===== src/rtl/trr_pkg.sv =====
package trr_pkg;

  typedef enum logic [1:0] {
    OP_IDLE = 2'd0,
    OP_ACT  = 2'd1,
    OP_PRE  = 2'd2,
    OP_REF  = 2'd3
  } trr_op_e;

endpackage


===== src/rtl/trr_sampler.sv =====
module trr_sampler #(
  parameter int ROW_W   = 10,
  parameter int ENTRIES = 4,
  parameter int CNT_W   = 6,
  localparam int IDX_W  = (ENTRIES > 1) ? $clog2(ENTRIES) : 1
) (
  input  logic                              clk,
  input  logic                              rst_n,
  input  logic                              act_en,
  input  logic [ROW_W-1:0]                  act_row,
  input  logic                              svc_en,
  input  logic [IDX_W-1:0]                  svc_idx,
  output logic [ENTRIES-1:0]                ent_valid,
  output logic [ENTRIES-1:0][ROW_W-1:0]     ent_row,
  output logic [ENTRIES-1:0][CNT_W-1:0]     ent_cnt,
  output logic [ENTRIES-1:0][IDX_W-1:0]     ent_age,
  output logic [ENTRIES-1:0]                ent_side,
  output logic                              hit_any,
  output logic                              alloc_free,
  output logic                              evict_en
);

  logic [ENTRIES-1:0]            valid_q;
  logic [ENTRIES-1:0][ROW_W-1:0] row_q;
  logic [ENTRIES-1:0][CNT_W-1:0] cnt_q;
  logic [ENTRIES-1:0][IDX_W-1:0] age_q;
  logic [ENTRIES-1:0]            side_q;

  logic [ENTRIES-1:0] hit_vec;
  logic [IDX_W-1:0]   hit_idx;
  logic               free_any;
  logic [IDX_W-1:0]   free_idx;
  logic [IDX_W-1:0]   evict_idx;
  logic [IDX_W-1:0]   ins_idx;
  logic [ENTRIES-1:0] bump;

  function automatic logic [CNT_W-1:0] sat_inc(input logic [CNT_W-1:0] c);
    return (&c) ? c : c + 1'b1;
  endfunction

  // a is a weaker eviction candidate than b: fewer activations, or older on a tie
  function automatic logic weaker(input logic [CNT_W-1:0] a_cnt, input logic [IDX_W-1:0] a_age,
                                  input logic [CNT_W-1:0] b_cnt, input logic [IDX_W-1:0] b_age);
    return (a_cnt < b_cnt) || ((a_cnt == b_cnt) && (a_age > b_age));
  endfunction

  for (genvar g = 0; g < ENTRIES; g++) begin : g_match
    assign hit_vec[g] = valid_q[g] && (row_q[g] == act_row);
  end

  always_comb begin
    hit_idx = '0;
    for (int i = 0; i < ENTRIES; i++) begin
      if (hit_vec[i]) hit_idx = IDX_W'(i);
    end
  end

  always_comb begin
    free_any = 1'b0;
    free_idx = '0;
    for (int i = ENTRIES - 1; i >= 0; i--) begin
      if (!valid_q[i]) begin
        free_any = 1'b1;
        free_idx = IDX_W'(i);
      end
    end
  end

  always_comb begin
    evict_idx = '0;
    for (int i = 1; i < ENTRIES; i++) begin
      if (weaker(cnt_q[i], age_q[i], cnt_q[evict_idx], age_q[evict_idx])) evict_idx = IDX_W'(i);
    end
  end

  assign hit_any    = |hit_vec;
  assign ins_idx    = free_any ? free_idx : evict_idx;
  assign alloc_free = act_en && !hit_any && free_any;
  assign evict_en   = act_en && !hit_any && !free_any;

  // Age ranks stay unique among valid entries: the newcomer takes rank 0 and
  // every entry younger than the slot it fills moves one rank older.
  for (genvar g = 0; g < ENTRIES; g++) begin : g_bump
    assign bump[g] = valid_q[g] && (IDX_W'(g) != ins_idx) &&
                     (free_any || (age_q[g] < age_q[evict_idx]));
  end

  always_ff @(posedge clk or negedge rst_n) begin
    if (!rst_n) begin
      valid_q <= '0;
      row_q   <= '0;
      cnt_q   <= '0;
      age_q   <= '0;
      side_q  <= '0;
    end else begin
      if (act_en) begin
        if (hit_any) begin
          cnt_q[hit_idx] <= sat_inc(cnt_q[hit_idx]);
        end else begin
          for (int i = 0; i < ENTRIES; i++) begin
            if (bump[i]) age_q[i] <= age_q[i] + 1'b1;
          end
          valid_q[ins_idx] <= 1'b1;
          row_q[ins_idx]   <= act_row;
          cnt_q[ins_idx]   <= CNT_W'(1);
          age_q[ins_idx]   <= '0;
          side_q[ins_idx]  <= 1'b0;
        end
      end
      if (svc_en) begin
        cnt_q[svc_idx]  <= '0;
        side_q[svc_idx] <= ~side_q[svc_idx];
      end
    end
  end

  assign ent_valid = valid_q;
  assign ent_row   = row_q;
  assign ent_cnt   = cnt_q;
  assign ent_age   = age_q;
  assign ent_side  = side_q;

endmodule


===== src/rtl/trr_picker.sv =====
module trr_picker #(
  parameter int ENTRIES = 4,
  parameter int CNT_W   = 6,
  localparam int IDX_W  = (ENTRIES > 1) ? $clog2(ENTRIES) : 1
) (
  input  logic [ENTRIES-1:0]            ent_valid,
  input  logic [ENTRIES-1:0][CNT_W-1:0] ent_cnt,
  input  logic [ENTRIES-1:0][IDX_W-1:0] ent_age,
  output logic                          pick_any,
  output logic [IDX_W-1:0]              pick_idx
);

  // a beats b as refresh source: more activations, or older on a tie
  function automatic logic stronger(input logic [CNT_W-1:0] a_cnt, input logic [IDX_W-1:0] a_age,
                                    input logic [CNT_W-1:0] b_cnt, input logic [IDX_W-1:0] b_age);
    return (a_cnt > b_cnt) || ((a_cnt == b_cnt) && (a_age > b_age));
  endfunction

  always_comb begin
    pick_any = 1'b0;
    pick_idx = '0;
    for (int i = 0; i < ENTRIES; i++) begin
      if (ent_valid[i] &&
          (!pick_any || stronger(ent_cnt[i], ent_age[i], ent_cnt[pick_idx], ent_age[pick_idx]))) begin
        pick_any = 1'b1;
        pick_idx = IDX_W'(i);
      end
    end
  end

endmodule


===== src/rtl/trr_victim.sv =====
module trr_victim #(
  parameter int ROW_W = 10
) (
  input  logic             clk,
  input  logic             rst_n,
  input  logic             fire,
  input  logic [ROW_W-1:0] src_row,
  input  logic             src_side,
  output logic             vref_valid,
  output logic [ROW_W-1:0] vref_row
);

  localparam logic [ROW_W-1:0] ROW_TOP = '1;

  // side 0 asks for the upper neighbour, side 1 for the lower; a missing
  // neighbour at an array edge is replaced by the one that exists
  function automatic logic [ROW_W-1:0] neighbour(input logic [ROW_W-1:0] r, input logic side);
    logic go_up;
    go_up = !side;
    if (go_up && (r == ROW_TOP)) go_up = 1'b0;
    else if (!go_up && (r == '0)) go_up = 1'b1;
    return go_up ? r + 1'b1 : r - 1'b1;
  endfunction

  always_ff @(posedge clk or negedge rst_n) begin
    if (!rst_n) begin
      vref_valid <= 1'b0;
      vref_row   <= '0;
    end else begin
      vref_valid <= fire;
      if (fire) vref_row <= neighbour(src_row, src_side);
    end
  end

endmodule


===== src/rtl/trr_refcnt.sv =====
module trr_refcnt #(
  parameter int REFS_PER_WINDOW = 8192,
  localparam int RC_W = $clog2(REFS_PER_WINDOW)
) (
  input  logic            clk,
  input  logic            rst_n,
  input  logic            tick,
  output logic [RC_W-1:0] count,
  output logic            wrap
);

  localparam logic [RC_W-1:0] LAST = RC_W'(REFS_PER_WINDOW - 1);

  always_ff @(posedge clk or negedge rst_n) begin
    if (!rst_n) begin
      count <= '0;
      wrap  <= 1'b0;
    end else begin
      wrap <= 1'b0;
      if (tick) begin
        if (count == LAST) begin
          count <= '0;
          wrap  <= 1'b1;
        end else begin
          count <= count + 1'b1;
        end
      end
    end
  end

endmodule


===== src/rtl/trr_engine.sv =====
module trr_engine
  import trr_pkg::*;
#(
  parameter int               ROW_W           = 10,
  parameter int               ENTRIES         = 4,
  parameter int               CNT_W           = 6,
  parameter logic [ROW_W-1:0] ADMIT_MASK      = 'h3,
  parameter logic             ADMIT_PARITY    = 1'b0,
  parameter int               REFS_PER_WINDOW = 8192,
  localparam int              RC_W            = $clog2(REFS_PER_WINDOW),
  localparam int              IDX_W           = (ENTRIES > 1) ? $clog2(ENTRIES) : 1
) (
  input  logic             clk,
  input  logic             rst_n,
  input  logic [1:0]       cmd_op,
  input  logic [ROW_W-1:0] cmd_row,
  output logic             vref_valid,
  output logic [ROW_W-1:0] vref_row,
  output logic [RC_W-1:0]  ref_count,
  output logic             window_wrap
);

  function automatic logic admissible(input logic [ROW_W-1:0] r);
    return (^(r & ADMIT_MASK)) == ADMIT_PARITY;
  endfunction

  trr_op_e op;
  logic    is_act, is_ref, act_admit, act_en, svc_en;

  logic [ENTRIES-1:0]            ent_valid;
  logic [ENTRIES-1:0][ROW_W-1:0] ent_row;
  logic [ENTRIES-1:0][CNT_W-1:0] ent_cnt;
  logic [ENTRIES-1:0][IDX_W-1:0] ent_age;
  logic [ENTRIES-1:0]            ent_side;
  logic                          hit_any, alloc_free, evict_en;
  logic                          pick_any;
  logic [IDX_W-1:0]              pick_idx;
  logic [ROW_W-1:0]              src_row;
  logic                          src_side;

  assign op        = trr_op_e'(cmd_op);
  assign is_act    = (op == OP_ACT);
  assign is_ref    = (op == OP_REF);
  assign act_admit = admissible(cmd_row);
  assign act_en    = is_act && act_admit;
  assign svc_en    = is_ref && pick_any;
  assign src_row   = ent_row[pick_idx];
  assign src_side  = ent_side[pick_idx];

  trr_sampler #(.ROW_W(ROW_W), .ENTRIES(ENTRIES), .CNT_W(CNT_W)) u_sampler (
    .clk(clk), .rst_n(rst_n),
    .act_en(act_en), .act_row(cmd_row),
    .svc_en(svc_en), .svc_idx(pick_idx),
    .ent_valid(ent_valid), .ent_row(ent_row), .ent_cnt(ent_cnt),
    .ent_age(ent_age), .ent_side(ent_side),
    .hit_any(hit_any), .alloc_free(alloc_free), .evict_en(evict_en)
  );

  trr_picker #(.ENTRIES(ENTRIES), .CNT_W(CNT_W)) u_picker (
    .ent_valid(ent_valid), .ent_cnt(ent_cnt), .ent_age(ent_age),
    .pick_any(pick_any), .pick_idx(pick_idx)
  );

  trr_victim #(.ROW_W(ROW_W)) u_victim (
    .clk(clk), .rst_n(rst_n),
    .fire(svc_en), .src_row(src_row), .src_side(src_side),
    .vref_valid(vref_valid), .vref_row(vref_row)
  );

  trr_refcnt #(.REFS_PER_WINDOW(REFS_PER_WINDOW)) u_refcnt (
    .clk(clk), .rst_n(rst_n), .tick(is_ref),
    .count(ref_count), .wrap(window_wrap)
  );

endmodule


===== config.mk =====
export PLATFORM = sky130hd
export DESIGN_NAME = trr_engine
export DESIGN_NICKNAME = d
export VERILOG_FILES = /design/src/rtl/trr_pkg.sv /design/src/rtl/trr_sampler.sv /design/src/rtl/trr_picker.sv /design/src/rtl/trr_victim.sv /design/src/rtl/trr_refcnt.sv /design/src/rtl/trr_engine.sv
export SDC_FILE = /design/constraint.sdc
export NUM_CORES = 1
export LEC_CHECK = 0
export ABC_CLOCK_PERIOD_IN_PS = 17000
export BUFFER_PORTS_ARGS = -buffer_cell sky130_fd_sc_hd__buf_4
export CAP_MARGIN = 25
export CORE_MARGIN = 2
export CORE_UTILIZATION = 50
export CTS_BUF_LIST = sky130_fd_sc_hd__clkbuf_4
export DETAILED_ROUTE_END_ITERATION = 6
export GPL_TIMING_DRIVEN = 0
export PLACE_DENSITY_LB_ADDON = 0.3
export SETUP_SLACK_MARGIN = 0.1
export SYNTH_ARGS = -nofsm -noshare
export SYNTH_HDL_FRONTEND = slang
export SYNTH_HIERARCHICAL = 1
export SYNTH_SLANG_ARGS = --single-unit

===== constraint.sdc =====
create_clock -name clk -period 17 [get_ports clk]
set_input_delay 1.7 -clock clk [delete_from_list [all_inputs] [get_ports clk]]
set_output_delay 1.7 -clock clk [all_outputs]
set_load 0.02 [all_outputs]

* Word level (Yosys, flattened, before mapping) *
Cells that the tools add are included.

word-level totals
  flip-flop bits (word level) = 105
  logic and storage cells = 220
  input bits = 14
  output and inout port bits = 25

cells by class
  reduce and logical (&&, ||, !) cells = 50
  bitwise logic cells = 13
  add/sub/neg operators = 8
  multiplexer cells = 89
  magnitude comparators = 26
  eq/ne operators = 16

operators by type and width
  kind                     count
  $mux W24                 3
  $bmux W6 S2              5
  $mux W2                  29
  $mux W6                  9
  $bwmux W40               1
  $eq A10 B10 Y1           4
  $demux W6 S2             3
  $eq A6 B6 Y1             5
  $mux W10                 3
  $logic_and A1 B1 Y1      27
  $and A24 B24 Y24         1
  $bwmux W24               1
  $not A24 Y24             1
  $lt A2 B3 Y1 const B     7
  $and A20 B20 Y20         1
  $bmux W10 S2             1
  $bmux W2 S2              5
  $demux W10 S2            1
  $not A20 Y20             1
  $mux W1                  19
  $gt A6 B6 Y1             3
  $lt A6 B6 Y1             3
  $add A13 B1 Y13 const B  1
  $eq A13 B13 Y1 const B   1
  33 further kinds         67

* Longest topological paths before layout *
  depth in word-level cells = 30
  gate-level depth with buffers = 32
  gate-level depth less buffers = 30

* Modules after synthesis *
The synthesis kept the hierarchy.

by module, submodules not included
  module       area an instance (µm²)  times used  cells each  seq. area each (µm²)
  trr_sampler  5240.0                  1           545         2001.9
  trr_picker   933.4                   1           121         0.0
  trr_victim   869.6                   1           91          275.3
  trr_refcnt   698.2                   1           65          350.3
  trr_engine   296.5                   1           17          0.0

* Worst setup path before layout *
Ideal clock, no wire load.

  path type = reg-to-reg
  start = reg u_sampler.cnt_q (netlist bit u_sampler/ent_cnt[11])
  end = reg u_victim.vref_row[9]
  setup time = 0.082 ns
  cell stages (with the launch flop) = 31
  period minus slack after synthesis = 6.943 ns
  buffers on the path = 2
  path slack = 10.057 ns
  arrival time = 6.861 ns
  required time = 16.918 ns
  cell sequence = dfrtp_1 > ha_1 > nand4_2 > or2_1 > o21a_1 > buf_6 > nand2_4 > mux2i_1 > ha_1 > nor2b_1 > a2bb2oi_1 > o41a_1 > nand2_2 > o2bb2ai_1 > ha_1 > and3_1 > o21ai_0 > o21ai_0 > a21oi_1 > o22ai_1 > buf_6 > mux4_2 > nor4b_1 > nand3_1 > and2_1 > ha_1 > a211oi_2 > o21bai_1 > o2111a_1 > or3_1 > a31oi_1

on the way
  word-level cells in the longest chain between the ends = 30
  elaborated cells between the ends (all ways) = 52
  classes of those cells = add/sub (2); order compare (5); eq/ne (4); mux (22); reduce/logical (19)

RTL lines
  item                                                                     line               RTL
  from (decl)                                                              trr_sampler.sv:25  logic [ENTRIES-1:0][CNT_W-1:0] cnt_q;
  from (signal, indexed assignment)                                        trr_sampler.sv:98  cnt_q[hit_idx] <= sat_inc(cnt_q[hit_idx]);
  parallel branches: the longest is 21 deep, another holds $gt A6 B6 Y1    -
  $mux W2 (*)                                                              trr_picker.sv:23   if (ent_valid[i] &&
  named net pick_idx[0]                                                    trr_engine.sv:37   logic [IDX_W-1:0] pick_idx;
  $bmux W10 S2 (*)                                                         trr_engine.sv:47   assign src_row = ent_row[pick_idx];
  $mux W10 (implied by the code) (*)                                       trr_engine.sv:47
  named net src_row[4]                                                     trr_engine.sv:38   logic [ROW_W-1:0] src_row;
  parallel branches: the longest is 5 deep, another holds $sub A10 B1 Y10  -
  $mux W10 (*)                                                             trr_victim.sv:22   return go_up ? r + 1'b1 : r - 1'b1;
  to (signal assigned)                                                     trr_victim.sv:31   if (fire) vref_row <= neighbour(src_row, src_side);
  to (decl)                                                                trr_victim.sv:10   output logic [ROW_W-1:0] vref_row

Mark *: on every way through the listed nets, which the timed path passes. The select of a mux whose other input is x is not followed.
A chain may end at the register's enable or synchronous reset.

* Final worst setup path *
  start = reg u_sampler.age_q (netlist bit u_sampler/ent_age[1])
  end = reg u_victim.vref_row[9]

on the way
  word-level cells in the longest chain between the ends = 30
  elaborated cells between the ends (all ways) = 51
  classes of those cells = add/sub (2); order compare (5); eq/ne (3); mux (22); reduce/logical (19)

RTL lines
  item                                                                     line                RTL
  from (decl)                                                              trr_sampler.sv:26   logic [ENTRIES-1:0][IDX_W-1:0] age_q;
  from (signal, indexed assignment)                                        trr_sampler.sv:101  if (bump[i]) age_q[i] <= age_q[i] + 1'b1;
  parallel branches: the longest is 21 deep, another holds $gt A6 B6 Y1    -
  $mux W2 (*)                                                              trr_picker.sv:23
  named net pick_idx[1]                                                    trr_engine.sv:37
  $bmux W10 S2 (*)                                                         trr_engine.sv:47
  $mux W10 (implied by the code) (*)                                       trr_engine.sv:47
  named net src_row[4]                                                     trr_engine.sv:38
  parallel branches: the longest is 5 deep, another holds $sub A10 B1 Y10  -
  $mux W10 (*)                                                             trr_victim.sv:22

Marked as above.

==> results by group <==
Place
  • IO Port Bufs: 30
  • Placer Congestion: about 0.94
  • Post-DP HPWL: around 16,000 um

Floorplanning
  • Die H: between 100 and 150 um
  • Die area: approximately 17,000 um^2
  • I/O pins: 39
  • Core area: ~16,000 um^2
  • Initial Utilization: 0.5092
  • Placement Rows: between 40 and 50
  • Die X-Extent: ~130 um

Setup path
  • Crit path from: u_sampler/ent_age[1]$_DFFE_PN0P_
  • Worst path most repeated cell: ha_1
  • Critical R2R Launch: u_sampler/ent_age[1]$_DFFE_PN0P_
  • Setup CP Type: flop to flop
  • Length in cells of the worst reg-to-reg path: 30
  • CP max stage cell: o21ai_0
  • Slowest stage delay, CP: 650 ps
  • Critical Path Source Type: flop
  • CP Data Arrival Time: 8780 ps
  • CP required: 17,420 ps
  • Crit path max fanout: 10
  • Crit path capture type: flop
  • R2R setup slack: ~8600 ps

Timing
  • Fmax: 119.5 MHz
  • Tmin final: ~8400 ps
  • Worst slew pin tran: slightly above 800 ps
  • Setup violations, final: 0
  • Max Transition Viols Final: 0
  • Post-route clock period utilization: 0.4923
  • RSZ-0062 raised after global routing: false
  • Clock skew: around 29 ps
  • Slew HR: 0.4546
  • Worst hold slack: around 510 ps
  • Setup_tns: 0 ps
  • Final Hold Vio Count: 0

Detailed routing
  • Vias per std cell: between 6 and 7
  • DRT antenna net count: 0
  • Drc violations: 0
  • WL final: around 21,000 um
  • Detailed-route via count: between 6k and 7k
  • Iteration-0 DRC Markers: between 500 and 600
  • Wire per inst: about 19 um
  • First-pass detailed-route iteration total: 5

Synthesis
  • Syn Nets: just over 900
  • Syn. warnings: 6
  • Post-synthesis cell area: roughly 8000 um^2
  • Post-synthesis cell count: around 840
  • Syn_area_per_cell: 9.594 um^2

CTS
  • Max Root-Sink Buffers: 2
  • Root Driver: clkbuf_4
  • CTS tree: done
  • CTS clk-pin slew, worst paths: roughly 170 ps
  • Post CTS Setup Buffer Count: 0
  • PostCTS Resize Cnt: 0
  • Clock sink count: roughly 110
  • Clock latency on the worst-skew pair: about 490 ps
  • Htree depth: 3
  • Hold_buf cts: 0
  • CTS buffer count: 9

Global routing
  • Gr ovfl total: 0
  • First-pass GRT wire length: 33,420 um
  • Largest net degree at the start of global routing: 70
  • Initial antenna violation count: 1
  • Total GRT Usage: 0.2514
  • Number of global-route vias before repair: between 6k and 7k

Worst hold path
  • Hold Path Stages: 2
  • Min-delay worst type: flop to flop
  • Worst Hold Launch: u_victim/vref_row[1]$_DFFE_PN0P_

Job
  • Max Cap Viol: 0

Finish
  • Area grow syn2layout: 8.772%
  • Layout cell share with drive strength beyond 1: 0.1697
  • # nets final: around 950
  • Fill count: about 1.4k

Status
  • Status: complete, no violations
-- layout make-up --
class | count | area [um^2] | area share
inverters | 48 | 180.2 | 0.02063
diodes | 1 | 2.502 | 0.0002865
multi-input cells | 648 | 5014 | 0.5740
plain buffers | 36 | 209.0 | 0.02392
flip-flops and latches | 105 | 2628 | 0.3008
well taps | 216 | 270.3 | 0.03094
clock inverters | 7 | 111.4 | 0.01275
repair buffers | 31 | 252.7 | 0.02894
clock buffers | 9 | 67.56 | 0.007735
-- flip-flops by register name, indices dropped and copies added, names as in the netlist --
register             flops
u_sampler/ent_row       40
u_sampler/ent_cnt       24
u_refcnt/count          13
u_victim/vref_row       10
u_sampler/ent_age        8
u_sampler/ent_side       4
u_sampler/ent_valid      4
u_refcnt/wrap            1
u_victim/vref_valid      1
-- stage by stage --
step,instances,utilization,setup slack (ps),area [um^2]
4_1_cts,1100,0.5537,8767,8732
5_1_grt,1101,0.5539,8140,8735
3_3_place_gp,1083,0.5406,8929,8526
3_5_place_dp,1084,0.5424,8831,8553
6_report,1101,0.5539,8630,8735
2_1_floorplan,837,-,10060,8030
-- path summary, 6_finish.rpt --
kind                                                     to
max                        u_victim/vref_row[9]$_DFFE_PN0P_
min                        u_victim/vref_row[1]$_DFFE_PN0P_
max reg2reg                u_victim/vref_row[9]$_DFFE_PN0P_
min reg2reg                u_victim/vref_row[1]$_DFFE_PN0P_
max in group asynchronous  u_sampler/ent_age[0]$_DFFE_PN0P_
min in group asynchronous    u_sampler/ent_cnt[4]$_DFF_PN0_
-- layout by cell type, fill, tap and decap left out, drive strengths merged, types with 12 or more instances in the layout --
| cell type | count |
|---|---|
| mux2i | 15 |
| ha | 58 |
| a21oi | 45 |
| dfrtp | 105 |
| nand2 | 57 |
| clkbuf | 23 |
| xnor2 | 38 |
| nor3 | 14 |
| a21o | 12 |
| buf | 53 |
| xor2 | 16 |
| nor2b | 12 |
| a31oi | 13 |
| nand3 | 33 |
| inv | 49 |
| o2bb2ai | 14 |
| nand4 | 36 |
| o21ai | 47 |
| nor2 | 32 |
| mux2 | 48 |
-- critical path: cells and delay by family, from the launching register on --
family                   cells  cell delay (ps)
buffers and inverters        3              670
AO/OA/AOI/OAI               12             3090
adder cells (fa/ha/maj)      4             1280
AND/OR/NAND/NOR              9             2100
flip-flops                   1              570
multiplexers                 2              590
-- metal layers --
layer	wire length [um]	vias up	track usage	share of wire
met3	1220	26	0.02565	0.058
met5	0	-	0	0
met2	9683	250	0.3928	0.46
li1	-	3242	-	-
met4	393	0	0.07885	0.019
met1	9800	3306	0.3701	0.46
Power is left out: the tool's default activity adds up to more than one toggle a clock period on the data nets, which glitch-free logic cannot reach.
